**src/rtl/bus_status_pkg.sv**
```systemverilog
package bus_status_pkg;

    localparam int STAT_W  = 3;
    localparam int PHASE_W = 3;

    typedef enum logic [STAT_W-1:0] {
        ST_INTA  = 3'b000,
        ST_IORD  = 3'b001,
        ST_IOWR  = 3'b010,
        ST_HALT  = 3'b011,
        ST_FETCH = 3'b100,
        ST_MEMRD = 3'b101,
        ST_MEMWR = 3'b110,
        ST_IDLE  = 3'b111
    } stat_t;

    typedef enum logic [PHASE_W-1:0] {
        PH_TI = 3'd0,
        PH_T1 = 3'd1,
        PH_T2 = 3'd2,
        PH_T3 = 3'd3,
        PH_TW = 3'd4,
        PH_T4 = 3'd5
    } phase_t;

    typedef struct packed {
        logic  open;
        stat_t code;
    } track_t;

    function automatic logic is_launch_phase(input logic [PHASE_W-1:0] ph);
        return (ph == PH_TI) || (ph == PH_T4);
    endfunction

    function automatic logic is_hold_phase(input logic [PHASE_W-1:0] ph);
        return (ph == PH_T1) || (ph == PH_T2);
    endfunction

    function automatic logic is_drain_phase(input logic [PHASE_W-1:0] ph);
        return (ph == PH_T3) || (ph == PH_TW);
    endfunction

    function automatic logic wants_launch(input logic pend, input logic [STAT_W-1:0] kind);
        return pend && (kind != ST_IDLE);
    endfunction

endpackage

```
**src/rtl/bst_cycle_track.sv**
```systemverilog
module bst_cycle_track
    import bus_status_pkg::*;
(
    input  logic               clk,
    input  logic               rst,
    input  logic [PHASE_W-1:0] phase_i,
    input  logic               pend_i,
    input  logic [STAT_W-1:0]  kind_i,
    input  logic               ready_i,
    input  logic               grant_i,
    output track_t             trk_o
);
    track_t trk_q, trk_d;

    always_comb begin
        trk_d = trk_q;
        if (grant_i) begin
            trk_d.open = 1'b0;
        end else if (is_launch_phase(phase_i)) begin
            trk_d.open = wants_launch(pend_i, kind_i);
            if (wants_launch(pend_i, kind_i))
                trk_d.code = stat_t'(kind_i);
        end else if (is_drain_phase(phase_i)) begin
            if (ready_i)
                trk_d.open = 1'b0;
        end else if (!is_hold_phase(phase_i)) begin
            trk_d.open = 1'b0;
        end
    end

    always_ff @(posedge clk) begin
        if (rst) begin
            trk_q.open <= 1'b0;
            trk_q.code <= ST_IDLE;
        end else begin
            trk_q <= trk_d;
        end
    end

    assign trk_o = trk_q;
endmodule

```
**src/rtl/bst_code_select.sv**
```systemverilog
module bst_code_select
    import bus_status_pkg::*;
(
    input  logic               rst,
    input  logic [PHASE_W-1:0] phase_i,
    input  logic               pend_i,
    input  logic [STAT_W-1:0]  kind_i,
    input  logic               ready_i,
    input  logic               grant_i,
    input  track_t             trk_i,
    output stat_t              stat_o
);
    always_comb begin
        stat_o = ST_IDLE;
        if (!rst && !grant_i) begin
            if (is_launch_phase(phase_i)) begin
                if (wants_launch(pend_i, kind_i))
                    stat_o = stat_t'(kind_i);
            end else if (is_hold_phase(phase_i)) begin
                if (trk_i.open)
                    stat_o = trk_i.code;
            end else if (is_drain_phase(phase_i)) begin
                if (trk_i.open && !ready_i)
                    stat_o = trk_i.code;
            end
        end
    end
endmodule

```
**src/rtl/bst_transition.sv**
```systemverilog
module bst_transition
    import bus_status_pkg::*;
(
    input  logic  clk,
    input  logic  rst,
    input  logic  grant_i,
    input  stat_t stat_i,
    output logic  start_o,
    output logic  end_o
);
    stat_t prev_q;

    always_ff @(posedge clk) begin
        if (rst)
            prev_q <= ST_IDLE;
        else
            prev_q <= stat_i;
    end

    always_comb begin
        start_o = 1'b0;
        end_o   = 1'b0;
        if (!rst && !grant_i) begin
            start_o = (prev_q == ST_IDLE) && (stat_i != ST_IDLE);
            end_o   = (prev_q != ST_IDLE) && (stat_i == ST_IDLE);
        end
    end
endmodule

```
**src/rtl/bus_status_encoder.sv**
```systemverilog
module bus_status_encoder
    import bus_status_pkg::*;
(
    input  logic               clk,
    input  logic               rst,
    input  logic [PHASE_W-1:0] phase_i,
    input  logic               pend_i,
    input  logic [STAT_W-1:0]  kind_i,
    input  logic               ready_i,
    input  logic               grant_i,
    output logic [STAT_W-1:0]  stat_o,
    output logic               float_o,
    output logic               start_o,
    output logic               end_o
);
    track_t trk;
    stat_t  stat;

    bst_cycle_track u_track (
        .clk     (clk),
        .rst     (rst),
        .phase_i (phase_i),
        .pend_i  (pend_i),
        .kind_i  (kind_i),
        .ready_i (ready_i),
        .grant_i (grant_i),
        .trk_o   (trk)
    );

    bst_code_select u_select (
        .rst     (rst),
        .phase_i (phase_i),
        .pend_i  (pend_i),
        .kind_i  (kind_i),
        .ready_i (ready_i),
        .grant_i (grant_i),
        .trk_i   (trk),
        .stat_o  (stat)
    );

    bst_transition u_trans (
        .clk     (clk),
        .rst     (rst),
        .grant_i (grant_i),
        .stat_i  (stat),
        .start_o (start_o),
        .end_o   (end_o)
    );

    assign stat_o  = stat;
    assign float_o = grant_i && !rst;

    // grant forces passive code with no pulses
    p_grant_idle_r8: assert property (@(posedge clk) disable iff (rst)
        grant_i |-> (stat_o == ST_IDLE) && !start_o && !end_o);

    // ready in T3 closes the cycle with passive status
    p_t3_ready_idle_r4: assert property (@(posedge clk) disable iff (rst)
        (phase_i == PH_T3 && ready_i) |-> (stat_o == ST_IDLE));

    // code held from T1 into T2
    p_hold_t1_t2_r3: assert property (@(posedge clk) disable iff (rst)
        (phase_i == PH_T1 && !grant_i) ##1 (phase_i == PH_T2 && !grant_i)
        |-> $stable(stat_o));

    // start pulse lasts one cycle
    p_start_single_r6: assert property (@(posedge clk) disable iff (rst)
        start_o |=> !start_o);

    // start and end never together
    p_pulse_excl_r7: assert property (@(posedge clk) disable iff (rst)
        !(start_o && end_o));

    // passive request kind never produces a start
    p_idle_kind_r5: assert property (@(posedge clk) disable iff (rst)
        (phase_i == PH_TI && kind_i == ST_IDLE) |-> !start_o);
endmodule

```
**config.mk**
```make
export PLATFORM = sky130hd
export DESIGN_NAME = bus_status_encoder
export DESIGN_NICKNAME = d
export VERILOG_FILES = /design/src/rtl/bus_status_pkg.sv /design/src/rtl/bst_cycle_track.sv /design/src/rtl/bst_code_select.sv /design/src/rtl/bst_transition.sv /design/src/rtl/bus_status_encoder.sv
export SDC_FILE = /design/constraint.sdc
export NUM_CORES = 1
export LEC_CHECK = 0
export ABC_AREA = 1
export BUFFER_PORTS_ARGS = -buffer_cell sky130_fd_sc_hd__buf_2
export CORE_AREA = 2 2 39 41
export CTS_CLUSTER_DIAMETER = 40
export DETAILED_ROUTE_END_ITERATION = 10
export DIE_AREA = 0 0 41 43
export SLEW_MARGIN = 20
export SYNTH_ARGS = -nofsm -noshare
export SYNTH_HDL_FRONTEND = slang
export SYNTH_SLANG_ARGS = --single-unit
```
**constraint.sdc**
```tcl
create_clock -name clk -period 2.5 [get_ports clk]
set_input_delay 0.25 -clock clk [delete_from_list [all_inputs] [get_ports clk]]
set_output_delay 0.25 -clock clk [all_outputs]
set_load 0.02 [all_outputs]
```
==> run summary, run 1 <==
The type of the setup path with the least slack was reg -> out. The detailed-route wire length on metal 1 was 477 um; the switching part of the total was 29.6%. STA classifies the critical path startpoint as a register.

In this run the worst hold path is classified as in -> reg. After clock tree synthesis, the setup repair step added 0 buffers. Cell repeated most along the worst path: sky130_fd_sc_hd__nand2_1.

The flow ran to the end, and the final reports show no timing, DRC or antenna violations. The detailed router placed 498 vias in this run. The combined buffer and inverter count along the critical path works out to 2.

The core region is 1380 um2. The hold violation count in the final report is 0. In this run the tool buffered the top-level ports with 16 buffer cells. The clock reaches the later pin of the worst-skew pair after 0.25 ns. Headroom to the max-slew limit came out at 85.7%. For this run, the number of Yosys warnings is 0. The tools report the final core area utilization as 44.5%. The number of global-route vias before repair is 388, and the number of enable-type register cells in the synthesized netlist is 0. In the final routed layout, each cell accounts on average for 8.45 um. The analysis attributes to net switching a power of 0.0000837 W. The commonest cells after synthesis are sky130_fd_sc_hd__nand2_1, sky130_fd_sc_hd__inv_1, sky130_fd_sc_hd__nor2_1. The part of the power in the clock network was 37.1%. Slack of the worst reg-to-reg path: 1.55 ns. In this run the power density over the cells is 459 nW/um2. For the fill cell instance count of the final layout, the log shows 154. In the synthesized netlist the dominant register cell turns out to be sky130_fd_sc_hd__dfxtp_1. The kind of cell with the highest combined delay on the critical path is simple AND/OR/NAND/NOR gates. Number of cells traversed by the worst register-to-register path: 7. For the pin with the worst max-slew slack, the measured transition is 0.214 ns.

The synthesized area per cell is 6.35 um2, and the global-route wire length before repair is 1560 um. On the critical path, the stage with the largest delay is an instance of sky130_fd_sc_hd__dfxtp_1. Number of cells upsized or downsized after cts: 0.

The startpoint identified for the worst hold timing path is grant_i. The tools report the worst setup skew after layout as 0.00182 ns. The run gives 3 as the total CTS buffers. The number of maximum-capacitance constraint violations came out at 0. sky130_fd_sc_hd__nand2_1 is the most common cell in the netlist. Sequential cells were found to cover 28.6% of the synthesized design area.

Clock transition at the registers of the reported paths: 0.05 ns. The peak per-stage delay on the critical path came out at 0.35 ns. 17 I/O pins were placed. The share of post-route cells with drive strength above 1 is 35.1%, and the H-tree depth is 1.

The critical path goes through nand2_1 > nor2_1 > nand3_1 > nand2_1 > nand2_1 > nand2_2 > nand2_2 > nand3_2 > nand2_1 > inv_1 > buf_2. The number of stages on the worst hold path came out at 3. Synthesis inferred 7 register bits. Counting I/O delays and the setup requirement, the final critical path takes 1.65 ns.

The logs give 405 um for the routed length on met2 and 955 um for the final wirelength. Per report_power, the sequential group accounts for 41.6% of the total. The tools report the worst path arrival time as 1.40 ns. After detailed routing, the number of remaining DRC violations is 0.

The wire-length estimate of the detail-placed layout is 788 um. The total overflow left after global routing is 0. Setup violations remaining at the end of the flow were counted as 0. The combined area of the multi-input logic cells is 297 um2. The share of synthesized registers carrying an async set or reset is 0%, and the layout overhead on the synthesized area is 25.8%. Row generation in the floorplan step produced 14 rows. For the final hold slack, the log shows 0.259 ns. Number of antenna violations at the first check in global routing: 0. The required arrival time at the worst endpoint is 2.25 ns. The die is 41 um wide.

The internal power of the cells totals 0.000199 W. Using the TritonRoute via totals, the vias-per-cell ratio works out to 4.41. The worst register-to-register path begins at u_track.trk_o[3]. Wire segments on met3 add up to 48 um in the final route.

The global router's overall resource usage was 13.5%. The pin count of the biggest net entering global routing was 9; the number of diodes added for antenna fixing was 0. The count of unique library cells instantiated by Yosys was 15. For this run, the post-layout net count is 109. The highest clock rate is 607 MHz, and the die span in y is 43 um. Worst reg2reg path endpoint: u_trans.prev_q[1]. The run gives 12 as the DRC violation total after the first TritonRoute iteration.

Ranked by total cell area, the synthesized netlist is headed by sky130_fd_sc_hd__dfxtp_1, sky130_fd_sc_hd__nand2_1, sky130_fd_sc_hd__inv_1. The tree is rooted in a sky130_fd_sc_hd__clkbuf_4. STA classifies the critical path endpoint as an output pin. VDD sags by at most 0.198 mV. The first detailed-routing pass took 4 iterations. Setup repair after global routing left no endpoint under its margin. Area of all sequential standard cells: 140 um2. After routing, the total negative slack on setup checks comes to 0 ns. The logs give 0 for the number of nets with antenna violations after detailed routing and 77 for the post-synthesis cell count. The share of Yosys cell area claimed by the top area cell type was 28.6%. The area of the mapped netlist is 489 um2.

Share of the cycle needed by the critical path after routing: 65.9%. The initial utilization of the core area, before any placement, comes to 35.4%. The deepest clock path buffer count was 2; the die outline area was 1760 um2. The worst hold path terminates at u_trans.prev_q[2]. The topmost layer with routed signal wires is met4. The number of hold buffers added after CTS was 0. TritonCTS built the clock tree. Along the worst path, the maximum fanout reaches 3.

For the count of pins over their slew limit, the log shows 0. At the end of routability-driven placement, the weighted congestion stood at 0.710. The logic gate share of total power is 21.3%, and the net count after synthesis is 88. CTS saw 7 sinks. The dominant cell type by area after synthesis was sky130_fd_sc_hd__dfxtp_1.

The leakage dissipation was 0.352 nW.
==> layout make-up <==
cell class	count	share of cell area, %
multi-input combinational	56	48.2
sequential	7	22.8
timing repair buffer	16	13.0
inverter	14	8.54
clock buffer	4	4.27
tap	16	3.25
==> logic make-up after synthesis <==
kind of cell / after synthesis / share of synthesized area (%)
AO/OA/AOI/OAI: 7 / 10.7
flip-flops: 7 / 28.6
buffers and inverters: 14 / 10.7
AND/OR/NAND/NOR: 49 / 49.9
==> through the flow <==
stage	area (um2)	instances	setup WS (ns)	total power, W
floorplan	489	77	1.06	0.000161
global placement	589	109	0.976	0.000180
detailed placement	589	109	0.966	0.000180
CTS	616	113	0.835	0.000286
global route	616	113	0.685	0.000302
finish	616	113	0.853	0.000282
==> worst max-delay path by stage <==
stage,end,from,depth (start not counted),slack [ns]
detailed placement,start_o,phase_i[2],13,0.97
global route,start_o,u_track.trk_o[3],11,0.68
global placement,start_o,phase_i[2],13,0.98
floorplan,end_o,phase_i[2],9,1.06
finish,start_o,u_track.trk_o[3],11,0.85
CTS,start_o,u_track.trk_o[3],11,0.83
==> layer usage <==
metal	vias up	global-route usage, %
li1	275	-
met1	205	17.6
met2	14	16.6
met3	4	7.85
met4	0	8.00
met5	-	0
==> power by group through the flow <==
stage	sequential (W)	clock [W]	combinational, W
6_report	0.000117	0.000105	0.0000603
5_1_grt	0.000118	0.000116	0.0000681
4_1_cts	0.000118	0.000108	0.0000607
3_5_place_dp	0.000120	0	0.0000603
3_3_place_gp	0.000120	0	0.0000598
2_1_floorplan	0.000119	0	0.0000417
==> cells in the final DEF, fill, tap and decap left out <==
cell / count
sky130_fd_sc_hd__nor2_4: 2
sky130_fd_sc_hd__clkbuf_1: 1
sky130_fd_sc_hd__nand3_2: 2
sky130_fd_sc_hd__nor2_1: 8
sky130_fd_sc_hd__o21a_4: 1
sky130_fd_sc_hd__dfxtp_1: 7
sky130_fd_sc_hd__clkbuf_4: 3
sky130_fd_sc_hd__nand2_1: 24
sky130_fd_sc_hd__o211ai_1: 3
sky130_fd_sc_hd__inv_2: 1
sky130_fd_sc_hd__o21ai_0: 2
sky130_fd_sc_hd__nand3_1: 4
sky130_fd_sc_hd__inv_1: 13
sky130_fd_sc_hd__nor2_2: 1
sky130_fd_sc_hd__a21oi_1: 1
sky130_fd_sc_hd__nand2_4: 1
sky130_fd_sc_hd__nand2_2: 7
sky130_fd_sc_hd__buf_2: 16
==> worst register-to-register path, cell delays in order (launching register included) <==
cell and delay, ns:
sky130_fd_sc_hd__dfxtp_1 0.35, sky130_fd_sc_hd__nand2_1 0.07, sky130_fd_sc_hd__nor2_1 0.08, sky130_fd_sc_hd__nand3_1 0.07, sky130_fd_sc_hd__nand2_1 0.06, sky130_fd_sc_hd__nand2_1 0.05
sky130_fd_sc_hd__nand2_1 0.09, sky130_fd_sc_hd__nand2_1 0.06
==> sequential cells by signal (all words and copies together), names as in the netlist <==
name / flops
u_trans.prev_q: 3
u_track.trk_o: 4
(Power assumes the default switching activity.)
==> run 2, diff against run 1 <==
--- a/config.mk
+++ b/config.mk
@@ -5,7 +5,7 @@
 export SDC_FILE = /design/constraint.sdc
 export NUM_CORES = 1
 export LEC_CHECK = 0
-export ABC_AREA = 1
+export ABC_AREA = 0
 export BUFFER_PORTS_ARGS = -buffer_cell sky130_fd_sc_hd__buf_2
 export CORE_AREA = 2 2 39 41
 export CTS_CLUSTER_DIAMETER = 40
==> constraint.sdc (replaced) <==
create_clock -name clk -period 1.5 [get_ports clk]
set_input_delay 0.15 -clock clk [delete_from_list [all_inputs] [get_ports clk]]
set_output_delay 0.15 -clock clk [all_outputs]
set_load 0.02 [all_outputs]
==> run summary, run 2 <==
The run finished with clean final reports. Leaving out fill and tap cells, the most frequent cells in the layout are sky130_fd_sc_hd__buf_2, sky130_fd_sc_hd__dfxtp_1, sky130_fd_sc_hd__o22a_1, sky130_fd_sc_hd__nand3_1. Summed over all failing endpoints, the final setup total negative slack is 0 ns. The share of synthesized registers carrying an async set or reset came out at 0%. The hold violation count in the final report was 0. The critical path goes through nand3_1 > nand2_1 > o21ai_1 > nor3b_2 > buf_2. The top cell type by area accounts for 33.7% of the synthesized area. VDD sags by at most 0.403 mV. The peak per-stage delay on the critical path was 0.34 ns; the DRC violation total after the first TritonRoute iteration was 9. For the pin with the worst max-slew slack, the measured transition is 0.244 ns. The critical path is of the reg -> out type.

The flip-flop cell with the highest count after synthesis is sky130_fd_sc_hd__dfxtp_1. The layout has 146 filler cells. The later pin in the worst-skew pair is clocked with a latency of 0.25 ns. After detailed routing, the number of remaining DRC violations is 0. Slowest stage cell on the critical path: sky130_fd_sc_hd__dfxtp_1. The final critical path takes up 93.0% of the cycle. The cell family contributing the most delay on the critical path is flip-flops. The tools report the final estimated routing congestion in global placement as 0.734. The global-route wire length before repair was 1380 um; the global router's overall resource usage was 11.6%. The H-tree depth is 1, and the biggest fanout along the worst timing path is 4.

The buffer type at the clock tree root is sky130_fd_sc_hd__clkbuf_4. Entering global routing, the biggest net connects 8 pins. The clock transition at the registers of the reported paths was 0.05 ns. Measured against the total synthesized area, the mux share comes to 0%. The run gives 353 as the number of global-route vias before repair.

The tools report the part of the power in the clock network as 38.7%. The run gives 0 as the number of nets with antenna violations after detailed routing. The deepest clock path buffer count is 2, and the detailed-routing iteration count for the pre-antenna-repair pass is 4.

The min-delay analysis places its worst path in the category in -> reg. By area, the combinational part of the netlist is dominated by simple AND/OR/NAND/NOR gates. The logs give 53 for the net count after synthesis and 1760 um2 for the die outline area. In the synthesized netlist, the number of instances is 42.

The worst setup skew after layout was 0.00238 ns. Setup fix buffers added after clock tree synthesis: 0. The tools report the worst slack at placement as 0.153 ns. The fraction of the mapped netlist area in simple logic gates was 33.1%; the clock net sink count was 7. The post-route netlist has 46.0% of its cells at a drive strength greater than 1. After synthesis, flip-flops and latches occupy 33.7% of the total area.

The run gives 0.240 nW as the leakage dissipation. The synthesized design spends more area on one cell type than any other, namely sky130_fd_sc_hd__dfxtp_1. Sorting the synthesized cells by area gives the leading types as sky130_fd_sc_hd__dfxtp_1, sky130_fd_sc_hd__o22a_1, sky130_fd_sc_hd__nand3_1. At the end of the flow, the number of nets in the layout was 75.

In this run the power spent charging and discharging nets is 0.000109 W. In this run, the combinational gates consume 17.0% of the power. The detailed router placed 398 vias in this run. Ranked by instance count, the synthesized netlist is headed by sky130_fd_sc_hd__dfxtp_1, sky130_fd_sc_hd__nand3_1, sky130_fd_sc_hd__o22a_1. Counting flops and latches in the post-synthesis netlist gives 7.

The synthesized netlist devotes 6.02% of its cell area to XOR and XNOR gates. For this run, the share of the core covered by cells in the final layout is 39.7%. The register with the most flip-flops in the layout has 4 of them. The placed instances occupy a cell area of 523 um2. Yosys printed 0 warnings. The arithmetic-cell share of the synthesized area counting full adders, half adders and majority gates is 0%, and the number of placement rows is 14. Summing every instance area after synthesis gives 415 um2. At the worst endpoint, the arrival time is 1.25 ns. Setup repair after global routing left no endpoint under its margin.

Sequential cells account for 44.3% of the total power. For this design the top-level I/O count stands at 17. The tools report the highest clock rate as 717 MHz.

The run gives 3 as the total CTS buffers. The total overflow left after global routing is 0. STA classifies the critical path endpoint as an output pin. The synthesized area per cell is 9.89 um2. In this run the power density over the cells is 794 nW/um2.

The final standard cell count with taps included and fillers excluded came out at 79. In this run, synthesis inferred 0 flip-flops with an integrated enable. Layout overhead on the synthesized area: 32.2%. Setup slack closes at 0.104 ns.

Number of cells upsized or downsized after cts: 0. For the finished layout, the period the worst path requires is 1.40 ns. The die span in y was 43 um.

TritonCTS built the clock tree. The number of antenna violations at the first check in global routing was 0; the combined buffer and inverter count along the critical path was 1. Cell with the most instances after synthesis: sky130_fd_sc_hd__dfxtp_1. The commonest non-fill, non-tap cell in the layout was sky130_fd_sc_hd__buf_2. Buffers placed on the I/O ports in this run total 16.

The synthesized-area fraction occupied by ao, oa, aoi and oai cells works out to 26.2%. The number of hold buffers added after CTS was 0. The count of pins over their slew limit is 0, and the required arrival time at the worst endpoint is 1.35 ns. Counting tap cells, the placed design contains a total of 75 instances. The internal portion of the total power is 0.000327 W.

Setup violations remaining at the end of the flow were counted as 0. Net switching is 25.0% of the power. The die is 41 um wide. The worst pin sits at a relative slew slack of 83.6%.

The total area inside the core boundary comes to 1380 um2. Using the TritonRoute via totals, the vias-per-cell ratio works out to 5.04. The count of unique library cells instantiated by Yosys is 25.

The initial utilization of the core area, before any placement, comes to 30.0%. Cell area after layout: 549 um2. In the final routed layout, each cell accounts on average for 11.1 um. The number of maximum-capacitance constraint violations came out at 0.

The final wirelength was 877 um. The number of diodes added for antenna fixing came out at 0. STA classifies the critical path startpoint as a register.
## run 2: cell count changes in the layout (fill, tap and decap cells not counted), moves of 3 or more
cell	delta
sky130_fd_sc_hd__inv_1	-12
sky130_fd_sc_hd__o22a_1	+4
sky130_fd_sc_hd__nand2_2	-7
sky130_fd_sc_hd__nor2_1	-6
sky130_fd_sc_hd__o211ai_1	-3
sky130_fd_sc_hd__nand2_1	-21
## run 2: kinds of logic (layout without fill, tap and decap cells)
logic type | Yosys count | after routing
XOR/XNOR | 2 | 2
AO/OA/AOI/OAI | 13 | 13
flip-flops | 7 | 7
AND/OR/NAND/NOR | 19 | 19
buffers and inverters | 1 | 22
## run 2: power by group through the flow
| stage | Sequential (W) | Combinational [W] | Clock [W] |
|---|---|---|---|
| floorplan | 0.000196 | 0.0000410 | 0 |
| global placement | 0.000197 | 0.0000736 | 0 |
| detailed placement | 0.000197 | 0.0000743 | 0 |
| CTS | 0.000193 | 0.0000746 | 0.000176 |
| global route | 0.000193 | 0.0000808 | 0.000185 |
| finish | 0.000193 | 0.0000740 | 0.000169 |
## run 2: cell type report
| cell class | count | area [um2] | area share (%) |
|---|---|---|---|
| clock buffer | 4 | 26.3 | 4.78 |
| timing repair buffer | 17 | 87.6 | 15.9 |
| tap | 16 | 20.0 | 3.64 |
| inverter | 1 | 3.75 | 0.683 |
| multi-input combinational | 34 | 272 | 49.4 |
| sequential | 7 | 140 | 25.5 |
## run 2: metal layers
metal / vias up / track usage [%] / wire length, um
li1: 202 / - / -
met5: - / 0 / 0
met2: 18 / 18.1 / 413
met3: 6 / 6.28 / 60
met1: 172 / 12.9 / 386
met4: 0 / 4.00 / 16
## run 2: path summary, 6_finish.rpt
path              slack, ns  depth (start not counted)        startpoint                 to
setup / recovery       0.10                          5  u_track.trk_o[0]            start_o
setup reg to reg       0.67                          2  u_track.trk_o[3]  u_trans.prev_q[2]
hold / removal         0.18                          2         kind_i[1]  u_trans.prev_q[1]
hold reg to reg        0.55                          1  u_track.trk_o[1]  u_trans.prev_q[1]
## run 2: stage by stage
stage | power (W) | hold WS, ns
floorplan | 0.000237 | 0.269
global placement | 0.000270 | 0.418
detailed placement | 0.000271 | 0.425
CTS | 0.000443 | 0.167
global route | 0.000459 | 0.172
finish | 0.000436 | 0.176
